==> config.mk <==
export PLATFORM = sky130hd
export DESIGN_NAME = cs_window_decoder
export DESIGN_NICKNAME = d
export VERILOG_FILES = /design/src/rtl/cswd_pkg.sv /design/src/rtl/cswd_regs.sv /design/src/rtl/cswd_match.sv /design/src/rtl/cswd_pick.sv /design/src/rtl/cs_window_decoder.sv
export SDC_FILE = /design/constraint.sdc
export NUM_CORES = 1
export LEC_CHECK = 0
export ABC_CLOCK_PERIOD_IN_PS = 3600
export CAP_MARGIN = 20
export CORE_UTILIZATION = 52
export CTS_BUF_LIST = sky130_fd_sc_hd__clkbuf_2
export DETAILED_ROUTE_END_ITERATION = 8
export PLACE_DENSITY = 0.84
export SLEW_MARGIN = 20
export SYNTH_ARGS = -nofsm -noshare
export SYNTH_HDL_FRONTEND = slang
export SYNTH_SLANG_ARGS = --single-unit
==> constraint.sdc <==
create_clock -name clk -period 3.6 [get_ports clk]
set_input_delay 1.08 -clock clk [delete_from_list [all_inputs] [get_ports clk]]
set_output_delay 1.08 -clock clk [all_outputs]
set_load 0.03 [all_outputs]
==> src/rtl/cswd_pkg.sv <==
package cswd_pkg;
  localparam int SYS_AW = 32;
  localparam int OFS_W  = 28;
  localparam logic [31:0] WIN_WR_MASK = 32'h0000_0F7F;

  typedef struct packed {
    logic [3:0] mask;
    logic       valid;
    logic [5:0] base;
  } cs_win_t;

  function automatic logic mask_ok(logic [3:0] m);
    return (m == 4'h8) || (m == 4'hC) || (m == 4'hE) || (m == 4'hF);
  endfunction

  // usable = enabled, legal mask, base aligned to window size
  function automatic logic win_usable(cs_win_t w);
    return w.valid && mask_ok(w.mask) && ((w.base[3:0] & ~w.mask) == 4'h0);
  endfunction

  function automatic logic [31:0] win_to_word(cs_win_t w);
    return {20'h0, w.mask, 1'b0, w.valid, w.base};
  endfunction
endpackage

==> src/rtl/cswd_regs.sv <==
module cswd_regs
  import cswd_pkg::*;
#(
  parameter int NUM_CS   = 8,
  parameter int RA_W     = 12,
  parameter int BANK0    = 'h060,
  parameter int STRIDE   = 'h030,
  parameter int WIN_OFS  = 'h018,
  parameter int STAT_OFS = 'h014
) (
  input  logic                   clk,
  input  logic                   rst,
  input  logic                   en,
  input  logic                   we,
  input  logic [RA_W-1:0]        addr,
  input  logic [31:0]            wdata,
  input  logic [3:0]             be,
  output logic [31:0]            rdata,
  output logic                   bad_width,
  output cs_win_t [NUM_CS-1:0]   win
);
  localparam cs_win_t RST_ON  = '{mask: 4'hF, valid: 1'b1, base: 6'h00};
  localparam cs_win_t RST_OFF = '{mask: 4'hF, valid: 1'b0, base: 6'h00};

  cs_win_t           win_q [NUM_CS];
  logic [NUM_CS-1:0] hit_bank;
  logic              full_w;
  logic              wr_ok;
  cs_win_t           new_win;
  logic [31:0]       rd_mux;
  logic              unused_wbits;

  assign full_w  = &be;
  assign wr_ok   = en && we && full_w;
  assign new_win = '{mask: wdata[11:8], valid: wdata[6], base: wdata[5:0]};
  assign unused_wbits = ^{wdata[31:12], wdata[7]};

  for (genvar i = 0; i < NUM_CS; i++) begin : g_bank
    assign hit_bank[i] = (addr == RA_W'(BANK0 + i * STRIDE + WIN_OFS));
    assign win[i]      = win_q[i];
    always_ff @(posedge clk) begin
      if (rst) win_q[i] <= (i == 0) ? RST_ON : RST_OFF;
      else if (wr_ok && hit_bank[i]) win_q[i] <= new_win;
    end
  end

  always_comb begin
    rd_mux = '0;
    if (addr == RA_W'(STAT_OFS)) rd_mux = 32'd1;
    for (int i = 0; i < NUM_CS; i++)
      if (hit_bank[i]) rd_mux = win_to_word(win_q[i]);
  end

  always_ff @(posedge clk) begin
    if (rst) begin
      rdata     <= '0;
      bad_width <= 1'b0;
    end else begin
      if (en && !we) rdata <= full_w ? rd_mux : 32'd0;
      if (en && !full_w) bad_width <= 1'b1;
    end
  end

  AST_STATUS_ONE: assert property (@(posedge clk) disable iff (rst)
    (en && !we && full_w && addr == RA_W'(STAT_OFS)) |=> (rdata == 32'd1));
  AST_RESERVED_ZERO: assert property (@(posedge clk) disable iff (rst)
    (en && !we) |=> ((rdata & ~WIN_WR_MASK) == 32'd0));
  AST_NARROW_KEEP: assert property (@(posedge clk) disable iff (rst)
    (en && we && !full_w) |=> $stable(win));
  AST_NARROW_FLAG: assert property (@(posedge clk) disable iff (rst)
    (en && !full_w) |=> bad_width);
  AST_FLAG_STICKY: assert property (@(posedge clk) disable iff (rst)
    bad_width |=> bad_width);
endmodule

==> src/rtl/cswd_match.sv <==
module cswd_match
  import cswd_pkg::*;
#(
  parameter int NUM_CS = 8
) (
  input  cs_win_t [NUM_CS-1:0] win,
  input  logic [SYS_AW-1:0]    addr,
  output logic [NUM_CS-1:0]    match
);
  for (genvar i = 0; i < NUM_CS; i++) begin : g_cmp
    assign match[i] = win_usable(win[i])
                   && (addr[31:30] == 2'b00)
                   && (addr[29:28] == win[i].base[5:4])
                   && (((addr[27:24] ^ win[i].base[3:0]) & win[i].mask) == 4'h0);
  end
endmodule

==> src/rtl/cswd_pick.sv <==
module cswd_pick
  import cswd_pkg::*;
#(
  parameter int NUM_CS = 8
) (
  input  logic                   clk,
  input  logic                   rst,
  input  logic [NUM_CS-1:0]      match,
  input  logic [NUM_CS-1:0][3:0] masks,
  input  logic [OFS_W-1:0]       addr_lo,
  output logic [NUM_CS-1:0]      cs_sel,
  output logic                   hit,
  output logic [OFS_W-1:0]       offset,
  output logic                   err,
  output logic                   overlap
);
  logic [NUM_CS-1:0] first_oh;
  logic [3:0]        sel_mask;
  logic              any_m;
  logic              multi;
  logic [OFS_W-1:0]  off_n;

  always_comb begin
    first_oh = match & (~match + NUM_CS'(1));
    any_m    = |match;
    multi    = (match & (match - NUM_CS'(1))) != '0;
    sel_mask = '0;
    for (int i = 0; i < NUM_CS; i++)
      if (first_oh[i]) sel_mask = masks[i];
    off_n = any_m ? (addr_lo & ~{sel_mask, {(OFS_W-4){1'b0}}}) : '0;
  end

  always_ff @(posedge clk) begin
    if (rst) begin
      cs_sel  <= '0;
      hit     <= 1'b0;
      offset  <= '0;
      err     <= 1'b0;
      overlap <= 1'b0;
    end else begin
      cs_sel  <= first_oh;
      hit     <= any_m;
      offset  <= off_n;
      err     <= !any_m;
      overlap <= multi;
    end
  end

  AST_SEL_ONEHOT: assert property (@(posedge clk) disable iff (rst)
    $onehot0(cs_sel));
  AST_HIT_NOT_ERR: assert property (@(posedge clk) disable iff (rst)
    1'b1 |=> (hit != err));
  AST_HIT_FOLLOWS: assert property (@(posedge clk) disable iff (rst)
    1'b1 |=> (hit == $past(|match)));
  AST_OVERLAP_HIT: assert property (@(posedge clk) disable iff (rst)
    overlap |-> hit);
endmodule

==> src/rtl/cs_window_decoder.sv <==
module cs_window_decoder
  import cswd_pkg::*;
#(
  parameter int NUM_CS = 8,
  parameter int RA_W   = 12
) (
  input  logic              clk,
  input  logic              rst,
  input  logic              reg_en,
  input  logic              reg_we,
  input  logic [RA_W-1:0]   reg_addr,
  input  logic [31:0]       reg_wdata,
  input  logic [3:0]        reg_be,
  output logic [31:0]       reg_rdata,
  output logic              bad_width_err,
  input  logic [31:0]       dec_addr,
  output logic [NUM_CS-1:0] cs_sel,
  output logic              cs_hit,
  output logic [27:0]       cs_offset,
  output logic              dec_err,
  output logic              dec_overlap
);
  cs_win_t [NUM_CS-1:0]   win;
  logic [NUM_CS-1:0]      match;
  logic [NUM_CS-1:0][3:0] masks;

  cswd_regs #(.NUM_CS(NUM_CS), .RA_W(RA_W)) u_regs (
    .clk(clk), .rst(rst), .en(reg_en), .we(reg_we), .addr(reg_addr),
    .wdata(reg_wdata), .be(reg_be), .rdata(reg_rdata),
    .bad_width(bad_width_err), .win(win)
  );

  cswd_match #(.NUM_CS(NUM_CS)) u_match (
    .win(win), .addr(dec_addr), .match(match)
  );

  for (genvar i = 0; i < NUM_CS; i++) begin : g_mask
    assign masks[i] = win[i].mask;
  end

  cswd_pick #(.NUM_CS(NUM_CS)) u_pick (
    .clk(clk), .rst(rst), .match(match), .masks(masks),
    .addr_lo(dec_addr[OFS_W-1:0]), .cs_sel(cs_sel), .hit(cs_hit),
    .offset(cs_offset), .err(dec_err), .overlap(dec_overlap)
  );
endmodule

* Word level (Yosys, flattened, before mapping)
Memories as Yosys holds them, arrays and structs flattened. Cells that the tools add are included.
Operators by class: multiplexer cells 52, reductions and logical operators 100, bitwise gates (word level) 46, equality and inequality tests 49, add/subtract/negate cells 2
Operators by type and width (count):
- $eq A4 B4 Y1 const B | 32
- $mux W12 | 9
- $mux W11 | 8
- $and A4 B4 Y4 | 16
- $logic_not A4 Y1 | 16
- $eq A12 B9 Y1 const B | 5
- $logic_and A1 B1 Y1 | 52
- $mux W4 | 8
- $not A4 Y4 | 8
- $xor A4 B4 Y4 | 8
- $and A28 B28 Y28 | 1
- $not A28 Y28 | 1
- $mux W1 | 27
- $eq A12 B8 Y1 const B | 2
- $logic_or A1 B1 Y1 | 24
- $and A8 B8 Y8 | 2
- $eq A2 B2 Y1 | 8
- $eq A12 B5 Y1 const B | 1
- $eq A12 B7 Y1 const B | 1
- $add A8 B1 Y8 const B | 1
- $not A8 Y8 | 1
- $or A1 B1 Y1 | 8
- $reduce_bool A8 Y1 | 1
- $reduce_or A8 Y1 | 1
- other kinds (6) | 8
Storage, ports and cells: RAM bits 88, input bits 84, bits in registers 72, output and inout bits 72, memories 1
Memories:
- u_regs.win_q | words 8, bits a word 11, read ports 8, clocked after Yosys merged registers in 0, write ports 8, RTL line cswd_regs.sv:25 | cs_win_t win_q [NUM_CS];

* Longest topological paths before layout
Gate-level depths: netlist of run 1. An unclocked memory read counts as a cell.
depth in word-level cells 23, mapped depth 12, depth with buffers taken out 9

* Hierarchy
A second synthesis of run 1 with hierarchy kept.
Second synthesis, totals: cells, all modules 714, area total of the unflattened synthesis 7543.5 um^2
Modules (own cells, without submodules):
- cswd_regs | area an instance 5061.1 um^2, instances 1, seq. area each 2882.8 um^2, cells an instance 441
- cswd_pick | area an instance 1579.0 um^2, instances 1, seq. area each 780.7 um^2, cells an instance 160
- cswd_match | area an instance 903.4 um^2, instances 1, seq. area each 0.0 um^2, cells an instance 113

* Worst setup path before layout of run 1
Ideal clock, no wire load.
kind in2reg, start input dec_addr[28], end register u_pick.offset[24], data required time 3.486 ns, stages on the path 10, data arrival time 2.919 ns, path slack 0.567 ns, path buffers 1, path through buf_2 -> xnor2_1 -> nand2_1 -> a2111oi_1 -> nand4b_2 -> mux2i_1 -> and3_1 -> o31ai_1 -> nand2_1 -> a21o_1
Between the ends: cells in the longest elaborated chain, start to end 16, elaborated cells on any way between the ends 40
Ends and longest elaborated chain:
- from (decl) | RTL line cs_window_decoder.sv:16 | input logic [31:0] dec_addr,
- $eq A2 B2 Y1 | RTL line cswd_match.sv:13 | && (addr[29:28] == win[i].base[5:4])
- $logic_and A1 B1 Y1 | RTL line cswd_match.sv:13
- $logic_and A1 B1 Y1 | RTL line cswd_match.sv:14 | && (((addr[27:24] ^ win[i].base[3:0]) & win[i].mask) == 4'h0);
- $not A8 Y8 | RTL line cswd_pick.sv:24 | first_oh = match & (~match + NUM_CS'(1));
- $add A8 B1 Y8 | RTL line cswd_pick.sv:24
- $and A8 B8 Y8 | RTL line cswd_pick.sv:24
- $mux W4 (8 in series) | RTL line cswd_pick.sv:29 | if (first_oh[i]) sel_mask = masks[i];
- $not A28 Y28 | RTL line cswd_pick.sv:30 | off_n = any_m ? (addr_lo & ~{sel_mask, {(OFS_W-4){1'b0}}}) : '0;
- $and A28 B28 Y28 | RTL line cswd_pick.sv:30
- to (signal assigned) | RTL line cswd_pick.sv:43 | offset <= off_n;
- to (decl) | RTL line cswd_pick.sv:13 | output logic [OFS_W-1:0] offset,
Several ways; a longest one is shown, not always the timed one. A chain may end at the register's enable or synchronous reset.

* Worst setup path after layout of run 1
start input dec_addr[30], end register u_pick.offset[24]
Between the ends: cells in the longest elaborated chain, start to end 17, elaborated cells on any way between the ends 41
Ends and longest elaborated chain:
- $logic_not A2 Y1 (*) | RTL line cswd_match.sv:12 | && (addr[31:30] == 2'b00)
- $logic_and A1 B1 Y1 | RTL line cswd_match.sv:12
- $logic_and A1 B1 Y1 | RTL line cswd_match.sv:13
- $logic_and A1 B1 Y1 | RTL line cswd_match.sv:14
- $not A8 Y8 | RTL line cswd_pick.sv:24
- $add A8 B1 Y8 | RTL line cswd_pick.sv:24
- $and A8 B8 Y8 | RTL line cswd_pick.sv:24
- $mux W4 (8 in series) | RTL line cswd_pick.sv:29
- $not A28 Y28 | RTL line cswd_pick.sv:30
- $and A28 B28 Y28 | RTL line cswd_pick.sv:30
Mark *: on every way between the ends. The rest lies on a longest branch, timed or not.

==> impl_metrics.ini, run 1 <==
[global_route]
met3_usage_pct = 8.769
globalRouteMet2Util_pct = 48.86
grt_first_pass_wirelength_mm = 32.37
grt_pass1_vias = 6019
grt.met1_usage_pct = 37.95
antenna_found_initial = 1
grtUsageTotal_pct = 30.87
grt_overflow_total = 0
grt_max_degree = 42
busiest_layer = met2

[clocking]
cts_buffers = 17
htreeDepth = 4
cts_root_buffer = clkbuf_2
cts_tree = done
post_cts_buffers = 0
clock-sinks = 139
hold_buffers = 0
cts_resized = 0
clkTransAtPathRegs_ns = 0.20
cts_buffer_depth = 2
clk_latency_ns = 0.74

[detailed_routing]
via_count = 6076
wl_per_cell_microns = 20.42
drt_iter0_drc = 827
first_pass_iters = 9
avgViaCountPerCell = 5.980
ant_nets = 0
route.detailed.drc = 2
wl_mm = 20.75

[die]
initial_utilization_pct = 54.39
die_area_sq_um = 13880
die_h_microns = 117.8
core_area_sq_um = 12820
num_io_pins = 156
floorplan.rows = 41
die_w_microns = 117.8

[sta]
report.final.setup_viol = 0
whs_ns = 0.5156
rsz0062_at_grt = no
maxSlewHeadroom_pct = 48.01
layout_min_cycle_time_ns = 3.142
hold_viol_final = 0
slew_viol_final = 0
worstMarginPinSlew_ns = 0.7738
period_share_pct = 87.27
fmax_mhz = 318.3
skew_ns = 0.04372

[setup_path]
critPathMaxFanout = 6
r2r_cells = 11
arrival_ns = 3.76
critPathLaunch = dec_addr[30]
r2r-start = u_regs.win_q[1][2]
cp-endpoint = u_pick.offset[24]
cp_data_required_time_ns = 4.22
critPathCaptureType = register
r2r_end = u_pick.offset[24]
critPathLaunchType = input port
path_class = input port to register
ff2ff_setup_slack_ns = 0.90

[pwr]
ir_worst_vdd_v = 0.0002743
total_power_mw = 3.150
power_density_nw_per_um2 = 354.4
leakage_nw = 3.295

[outcome]
violations = design-rule violations
status = finished with violations

[run]
maxCapViolations = 0

[place]
numPortBuffers = 113
dp_hpwl_mm = 15.75
place_congestion = 0.9351
post-place-cells = 984
place_area_sq_um = 8616

[synthesis]
synthDistinctLibCells = 73
netlist_area_sq_um = 6975
synth_flop_cell = edfxtp_1
yosysWarnings = 0
synth_edf_count = 88
synth_area_per_cell_sq_um = 10.49
ys_ff_latch = 139
yosysSeqAreaShare_pct = 52.52
ys_async_sr_fraction_pct = 0
syn_inst = 665

[final_layout]
final_core_util_pct = 69.30
antenna_cells = 0
layout.cells.non_filler = 1016
syn_to_final_growth_pct = 27.41
drive_above_1_share_pct = 13.15
finish.instance_area_sq_um = 8887
final_common_cell = clkdlybuf4s50_1
finalNetCount = 915
mostFrequentLayoutCells = clkdlybuf4s50_1, edfxtp_1, and2_1, nand2_1, buf_4

[hold_path]
hp-class = register to register
==> metal layers <==
metal,share of wire (%),up-vias,wire length [microns]
met5,0,-,0
met4,4.3,0,892
met3,11,77,2323
met2,47,452,9742
met1,38,2816,7790
li1,-,2731,-
==> worst min path at each step <==
stage / from / end / slack (ns) / cells past startpoint
floorplan: u_regs.win_q[1][43] / u_regs.rdata[11] / 0.47 / 1
global placement: u_regs.rdata[3] / u_regs.rdata[3] / 0.47 / 1
detailed placement: u_regs.rdata[3] / u_regs.rdata[3] / 0.47 / 1
CTS: u_regs.rdata[3] / u_regs.rdata[3] / 0.52 / 1
global route: u_regs.rdata[3] / u_regs.rdata[3] / 0.55 / 1
finish: u_regs.rdata[3] / u_regs.rdata[3] / 0.52 / 1
==> report_power, final <==
| group | switching (mW) | internal, mW | leakage [nW] |
|---|---|---|---|
| Combinational | 0.166 | 0.137 | 1.86 |
| Sequential | 0.0600 | 1.75 | 1.27 |
| Clock | 0.577 | 0.465 | 0.169 |
==> registers in the layout, indices dropped and copies added, names as in the netlist <==
name / flops
u_pick.cs_sel: 8
u_pick.err: 1
u_pick.hit: 1
u_pick.offset: 28
u_pick.overlap: 1
u_regs.bad_width: 1
u_regs.rdata: 11
u_regs.win_q: 88
==> worst max-delay path: stages <==
cell,delay [ns]
clkdlybuf4s50_1,0.50
nor2_2,0.16
o21ai_1,0.09
a2111oi_1,0.53
buf_4,0.20
nand4b_2,0.15
buf_4,0.20
nand2_1,0.09
a21oi_1,0.06
o31ai_1,0.38
nand2_1,0.10
a21o_1,0.19
==> cell usage after synthesis, drive strengths merged, types with 4 or more instances <==
cell | n | area, sq um
inv | 19 | 71.32
xnor2 | 17 | 148.9
clkbuf | 14 | 52.55
and3 | 13 | 81.33
nand2 | 56 | 210.2
or2 | 4 | 25.03
a21oi | 24 | 135.1
nor2 | 44 | 167.7
edfxtp | 88 | 2643
a22oi | 10 | 75.07
a222oi | 14 | 140.1
nand2b | 6 | 37.54
o2111ai | 5 | 43.79
xor2 | 18 | 157.7
o31ai | 5 | 37.54
o221ai | 7 | 61.31
and2 | 84 | 528.0
dfxtp | 51 | 1021
nand3 | 8 | 45.04
nand4 | 7 | 43.79
nor3 | 11 | 55.05
buf | 34 | 252.7
or3 | 33 | 206.5
a22o | 6 | 52.55
a221o | 5 | 50.05
o21ai | 24 | 120.1
mux2i | 4 | 40.04
==> layout make-up <==
type | count | area (sq um)
Fill cell | 967 | 3938
Tap cell | 172 | 215.2
Inverter | 19 | 71.32
Clock inverter | 12 | 171.4
Sequential cell | 139 | 3664
Multi-Input combinational cell | 480 | 3014
Clock buffer | 20 | 100.1
Timing Repair Buffer | 174 | 1652
==> stage by stage <==
step	setup WS (ns)	setup TNS, ns
after floorplan	0.5668	0
after global placement	-0.1244	-0.9903
after detailed placement	-0.1887	-4.125
after CTS	0.5830	0
after global routing	0.4315	0
final	0.4585	0
==> kinds of logic after synthesis <==
family	count (synthesis)	synth area share, %
AO/OA/AOI/OAI	132	14.44
flip-flops	139	52.52
AND/OR/NAND/NOR	285	22.31
buffers and inverters	67	5.399
adder cells (fa/ha/maj)	2	0.3049
XOR/XNOR	35	4.395
multiplexers	4	0.5740
other	1	0.05376
Power figures use the tool's default switching activity.
==> inputs of run 2 (changes only) <==
--- a/config.mk
+++ b/config.mk
@@ -5,12 +5,13 @@
 export SDC_FILE = /design/constraint.sdc
 export NUM_CORES = 1
 export LEC_CHECK = 0
-export ABC_CLOCK_PERIOD_IN_PS = 3600
+export ABC_CLOCK_PERIOD_IN_PS = 2600
 export CAP_MARGIN = 20
-export CORE_UTILIZATION = 52
+export CORE_UTILIZATION = 47
 export CTS_BUF_LIST = sky130_fd_sc_hd__clkbuf_2
 export DETAILED_ROUTE_END_ITERATION = 8
-export PLACE_DENSITY = 0.84
+export GPL_TIMING_DRIVEN = 0
+export PLACE_DENSITY = 0.8
 export SLEW_MARGIN = 20
 export SYNTH_ARGS = -nofsm -noshare
 export SYNTH_HDL_FRONTEND = slang
==> constraint.sdc (replaced) <==
create_clock -name clk -period 2.6 [get_ports clk]
set_input_delay 0.78 -clock clk [delete_from_list [all_inputs] [get_ports clk]]
set_output_delay 0.78 -clock clk [all_outputs]
set_load 0.03 [all_outputs]
==> run 2 against run 1 <==
  * The flow now finishes without violations
  * Setup slack got worse by 0.45 ns
  * Clock power rose by 24%
  * Via count fell by 2.1%
  * First-iteration DRC count rose by 1.6%
  * Clock-buffer cell count fell by 3
  * Largest power group unchanged
  * Highest routed layer unchanged
==> impl_metrics.ini, run 2 (same netlist as run 1, synthesis figures left out) <==
[outcome]
status = finished clean

[die]
die_w_microns = 123.8
floorplan.rows = 44
die_area_sq_um = 15330
initial_utilization_pct = 47.99
core_area_sq_um = 14530
num_io_pins = 156
die_h_microns = 123.8

[setup_path]
critPathLaunch = reg_addr[1]
crit_path_top_delay_cell = clkdlybuf4s50_1
path_cells = clkdlybuf4s50_1, nor4b_2, nor2b_1, nand3_2, or2_2, clkbuf_1, or3_1
r2r-start = u_regs.win_q[0][4]
critPathLaunchType = input port
r2r_cells = 10
max_stage_delay_ns = 0.45
r2r_end = u_pick.offset[11]
path_class = input port to register
critPathCaptureType = register
cp_data_required_time_ns = 3.15
critPathMaxFanout = 10
arrival_ns = 3.14
ff2ff_setup_slack_ns = 0.01

[detailed_routing]
drt_iter0_drc = 840
wl_mm = 20.84
wl_per_cell_microns = 20.29
first_pass_iters = 9
via_count = 5950
route.detailed.drc = 0
avgViaCountPerCell = 5.794
ant_nets = 0

[sta]
skew_ns = 0.05288
maxSlewHeadroom_pct = 33.45
worstMarginPinSlew_ns = 0.9907
fmax_mhz = 385.2
rsz0062_at_grt = yes
slew_viol_final = 0
report.final.setup_viol = 0
hold_viol_final = 0
period_share_pct = 99.86
layout_min_cycle_time_ns = 2.596
fin_ws_ns = 0.003695

[final_layout]
finalNetCount = 913
drive_above_1_share_pct = 15.80
mostFrequentLayoutCells = edfxtp_1, and2_1, clkdlybuf4s50_1, dfxtp_1, nand2_1
n_fill_cell = 1181
syn_to_final_growth_pct = 29.08
final_common_cell = edfxtp_1
finish.instance_area_sq_um = 9004
largest_register = u_regs.win_q
largest_register_ff_count = 88
reg.largest.list = u_regs.win_q (88), u_pick.offset (28), u_regs.rdata (11)

[global_route]
grt_max_degree = 17
grt_first_pass_wirelength_mm = 30.02
grtUsageTotal_pct = 27.23
grt_pass1_vias = 5539
grt_overflow_total = 0
antenna_found_initial = 1

[pwr]
power_density_nw_per_um2 = 468.6
total_power_mw = 4.219
leakage_nw = 3.813
ir_worst_vdd_v = 0.0003791

[clocking]
clkTransAtPathRegs_ns = 0.24
cts_root_buffer = clkbuf_2
cts_tree = done
cts_buffer_depth = 2
clock-sinks = 139
htreeDepth = 4
cts_buffers = 17
clk_latency_ns = 0.75

[hold_path]
hold_end = u_regs.bad_width
hold_depth = 2
hp-class = register to register
min_from = u_regs.bad_width

[place]
numPortBuffers = 109
dp_worst_setup_slack_ns = -1.072
dp_hpwl_mm = 15.17
place_area_sq_um = 8406
place_congestion = 0.9633

[run]
maxCapViolations = 0
-- run 2: where the power goes --
| group | total [mW] | internal, mW | switching, mW |
|---|---|---|---|
| clock network | 1.29 | 0.439 | 0.847 |
| registers | 2.50 | 2.42 | 0.0803 |
| logic | 0.436 | 0.192 | 0.243 |
-- run 2: what timing repair did --
| item | CTS | global route |
|---|---|---|
| endpoints found under the setup margin | 200 | 148 |
| gates cloned | 1 | 1 |
| hold buffers | 0 | 0 |
| pin swaps | 5 | 5 |
| resized for setup | 41 | 61 |
| buffers inserted | 6 | 9 |
| hold endpoints to repair | 0 | 0 |
-- run 2: how the worst max path moves through the flow --
stage / to / cells past startpoint
after floorplan: u_pick.overlap / 9
after global placement: u_pick.offset[24] / 10
after detailed placement: u_regs.win_q[0][15] / 9
after CTS: cs_offset[24] / 1
after global routing: u_regs.win_q[1][20] / 7
final: u_regs.win_q[1][31] / 7
-- run 2: critical path, delay by kind of cell --
kind / cells / cell delay (ns)
AND/OR/NAND/NOR: 5 / 1.63
buffers and inverters: 2 / 0.74
-- run 2: final cells by class --
| type | instances | area [sq um] | area share (%) |
|---|---|---|---|
| antenna | 1 | 2.502 | 0.02779 |
| buffer | 46 | 334.1 | 3.710 |
| clock buffer | 17 | 85.08 | 0.9450 |
| clock inverter | 15 | 145.1 | 1.612 |
| inverter | 19 | 71.32 | 0.7921 |
| multi-input combinational | 480 | 3197 | 35.51 |
| sequential | 139 | 3664 | 40.69 |
| tap | 184 | 230.2 | 2.557 |
| timing repair buffer | 126 | 1275 | 14.16 |
-- run 2: per-stage QoR --
stage               setup TNS [ns]  cells  util (%)  hold WS (ns)
floorplan                   -1.372    686         -        0.4743
global placement           -190.34    979     57.83        0.4508
detailed placement         -204.24    979     57.83        0.4640
CTS                              0   1017     60.22        0.4414
global route                -1.279   1027     61.95        0.4346
finish                           0   1027     61.95        0.4986
-- run 2: per-layer routing --
metal	global-route usage [%]	share of wire [%]
met1	33.89	38
met2	42.22	46
met3	7.234	12
met4	16.57	4.2
met5	0	0
==> inputs of run 3 (changes only) <==
--- a/config.mk
+++ b/config.mk
@@ -12,6 +12,7 @@
 export DETAILED_ROUTE_END_ITERATION = 8
 export GPL_TIMING_DRIVEN = 0
 export PLACE_DENSITY = 0.8
+export SKIP_CTS_REPAIR_TIMING = 1
 export SLEW_MARGIN = 20
 export SYNTH_ARGS = -nofsm -noshare
 export SYNTH_HDL_FRONTEND = slang
==> run 3 against run 2 <==
  * The run now ends with negative setup slack left
  * Clock-buffer cell count is the same
  * Via count grew 0.34%
  * Flip-flop and latch count is the same
  * Routed wire length grew 0.84%
  * Combinational power is essentially flat
  * Non-clock buffer count grew 4
  * Largest cell class unchanged
  * Largest power group unchanged
==> impl_metrics.ini, run 3 (same netlist as run 1, synthesis figures left out) <==
[die]
core_area_sq_um = 14530
die_area_sq_um = 15330
floorplan.rows = 44
initial_utilization_pct = 47.99
die_w_microns = 123.8
die_h_microns = 123.8
num_io_pins = 156

[detailed_routing]
drt_iter0_drc = 822
route.detailed.drc = 0
wl_mm = 21.01
ant_nets = 0
avgViaCountPerCell = 5.790
wl_per_cell_microns = 20.38
first_pass_iters = 5
via_count = 5970

[setup_path]
critPathCaptureType = register
critPathLaunchType = input port
arrival_ns = 3.16
critPathLaunch = reg_addr[1]
cp_data_required_time_ns = 3.12
path_buf_inv = 2
max_stage_delay_ns = 0.47
path_cells = clkdlybuf4s50_1, nor4b_4, nor2b_1, nand3_2, or2_2, clkbuf_1, or3_1
crit_path_top_delay_cell = clkdlybuf4s50_1
r2r-start = u_regs.win_q[0][3]
critPathMaxFanout = 10
path_class = input port to register
critPathTopFamily = simple AND/OR/NAND/NOR gates

[clocking]
cts_buffer_depth = 2
clk_latency_ns = 0.74
htreeDepth = 4
clkTransAtPathRegs_ns = 0.23
cts_tree = done
cts_root_buffer = clkbuf_2
clock-sinks = 139
cts_buffers = 17

[sta]
tns_ns = -0.06162
hold_viol_final = 0
slew_viol_final = 0
rsz0062_at_grt = yes
report.final.setup_viol = 4
fmax_mhz = 380.1
fin_ws_ns = -0.03105
period_share_pct = 101.2
layout_min_cycle_time_ns = 2.631
worstMarginPinSlew_ns = 0.9774
skew_ns = 0.04265
maxSlewHeadroom_pct = 34.34

[place]
post-place-cells = 979
dp_hpwl_mm = 15.17
dp_worst_setup_slack_ns = -1.072
place_congestion = 0.9633
numPortBuffers = 109

[pwr]
clock_power_share_pct = 30.5
intPower_mw = 3.050
swShare_pct = 27.73
seqPwrFrac_pct = 59.2
switchingPower_mw = 1.170
total_power_mw = 4.221
leakage_nw = 3.997
ir_worst_vdd_v = 0.0003827
comb_power_share_pct = 10.4
power_density_nw_per_um2 = 462.3

[final_layout]
final_common_cell = edfxtp_1
largest_register_ff_count = 88
n_fill_cell = 1158
syn_to_final_growth_pct = 30.89
layout.cells.non_filler = 1031
reg.largest.list = u_regs.win_q (88), u_pick.offset (28), u_regs.rdata (11)
mostFrequentLayoutCells = edfxtp_1, and2_1, clkdlybuf4s50_1, dfxtp_1, nand2_1
largest_register = u_regs.win_q
finalNetCount = 917
drive_above_1_share_pct = 16.90
final_core_util_pct = 62.82

[outcome]
violations = negative setup slack
status = finished with violations

[global_route]
grt_first_pass_wirelength_mm = 29.35
grt_overflow_total = 0
grtUsageTotal_pct = 26.58
grt_max_degree = 17
antenna_found_initial = 1
grt_pass1_vias = 5409

[hold_path]
hp-class = register to register
min_from = u_regs.bad_width

[run]
maxCapViolations = 0
run 3: cell count changes in the layout (fill, tap and decap cells not counted), sizes merged:
cell / delta
dlygate4sd2: -18
buf: +3
dlymetal6s2s: +13
clkdlybuf4s50: +6
clkbuf: +1
clkdlybuf4s15: -1
run 3: path summary, 6_finish.rpt:
path,end,slack (ns),cells past startpoint
setup / recovery,u_regs.win_q[1][30],-0.03,7
hold / removal,u_regs.bad_width,0.50,2
setup reg to reg,u_pick.offset[2],0,11
hold reg to reg,u_regs.bad_width,0.50,2
run 3: per-layer routing:
metal	track usage, %	part of all wire, %	up-vias
met5	0	0	-
met4	14.61	4.6	0
met3	8.242	11	74
met2	41.94	46	408
met1	32.32	38	2757
li1	-	-	2731
run 3: final cells by class:
type | count | area [sq um] | area share, %
Clock buffer | 17 | 85.08 | 0.9319
Clock inverter | 15 | 145.1 | 1.590
Timing Repair Buffer | 129 | 1365 | 14.95
Multi-Input combinational cell | 480 | 3228 | 35.36
Sequential cell | 139 | 3664 | 40.13
Tap cell | 184 | 230.2 | 2.522
Inverter | 19 | 73.82 | 0.8086
Antenna cell | 1 | 2.502 | 0.02741
Buffer | 47 | 336.6 | 3.686
run 3: power by group through the flow:
stage	combinational [mW]	clock [mW]	sequential [mW]
CTS	0.403	1.29	2.49
finish	0.437	1.29	2.50
detailed placement	0.401	0	2.54
global route	0.464	1.38	2.51
global placement	0.395	0	2.54
floorplan	0.219	0	2.52
run 3: through the flow:
stage | instance area, sq um | hold WS [ns]
floorplan | 7084 | 0.4743
global placement | 8406 | 0.4508
global route | 9130 | 0.4249
finish | 9130 | 0.4989
detailed placement | 8406 | 0.4640
CTS | 8636 | 0.4414
run 3: tightest hold or removal path: stages, from the launching register on:
cell and delay, ns:
dfxtp_1 0.37, a21oi_1 0.04, nor2_1 0.07
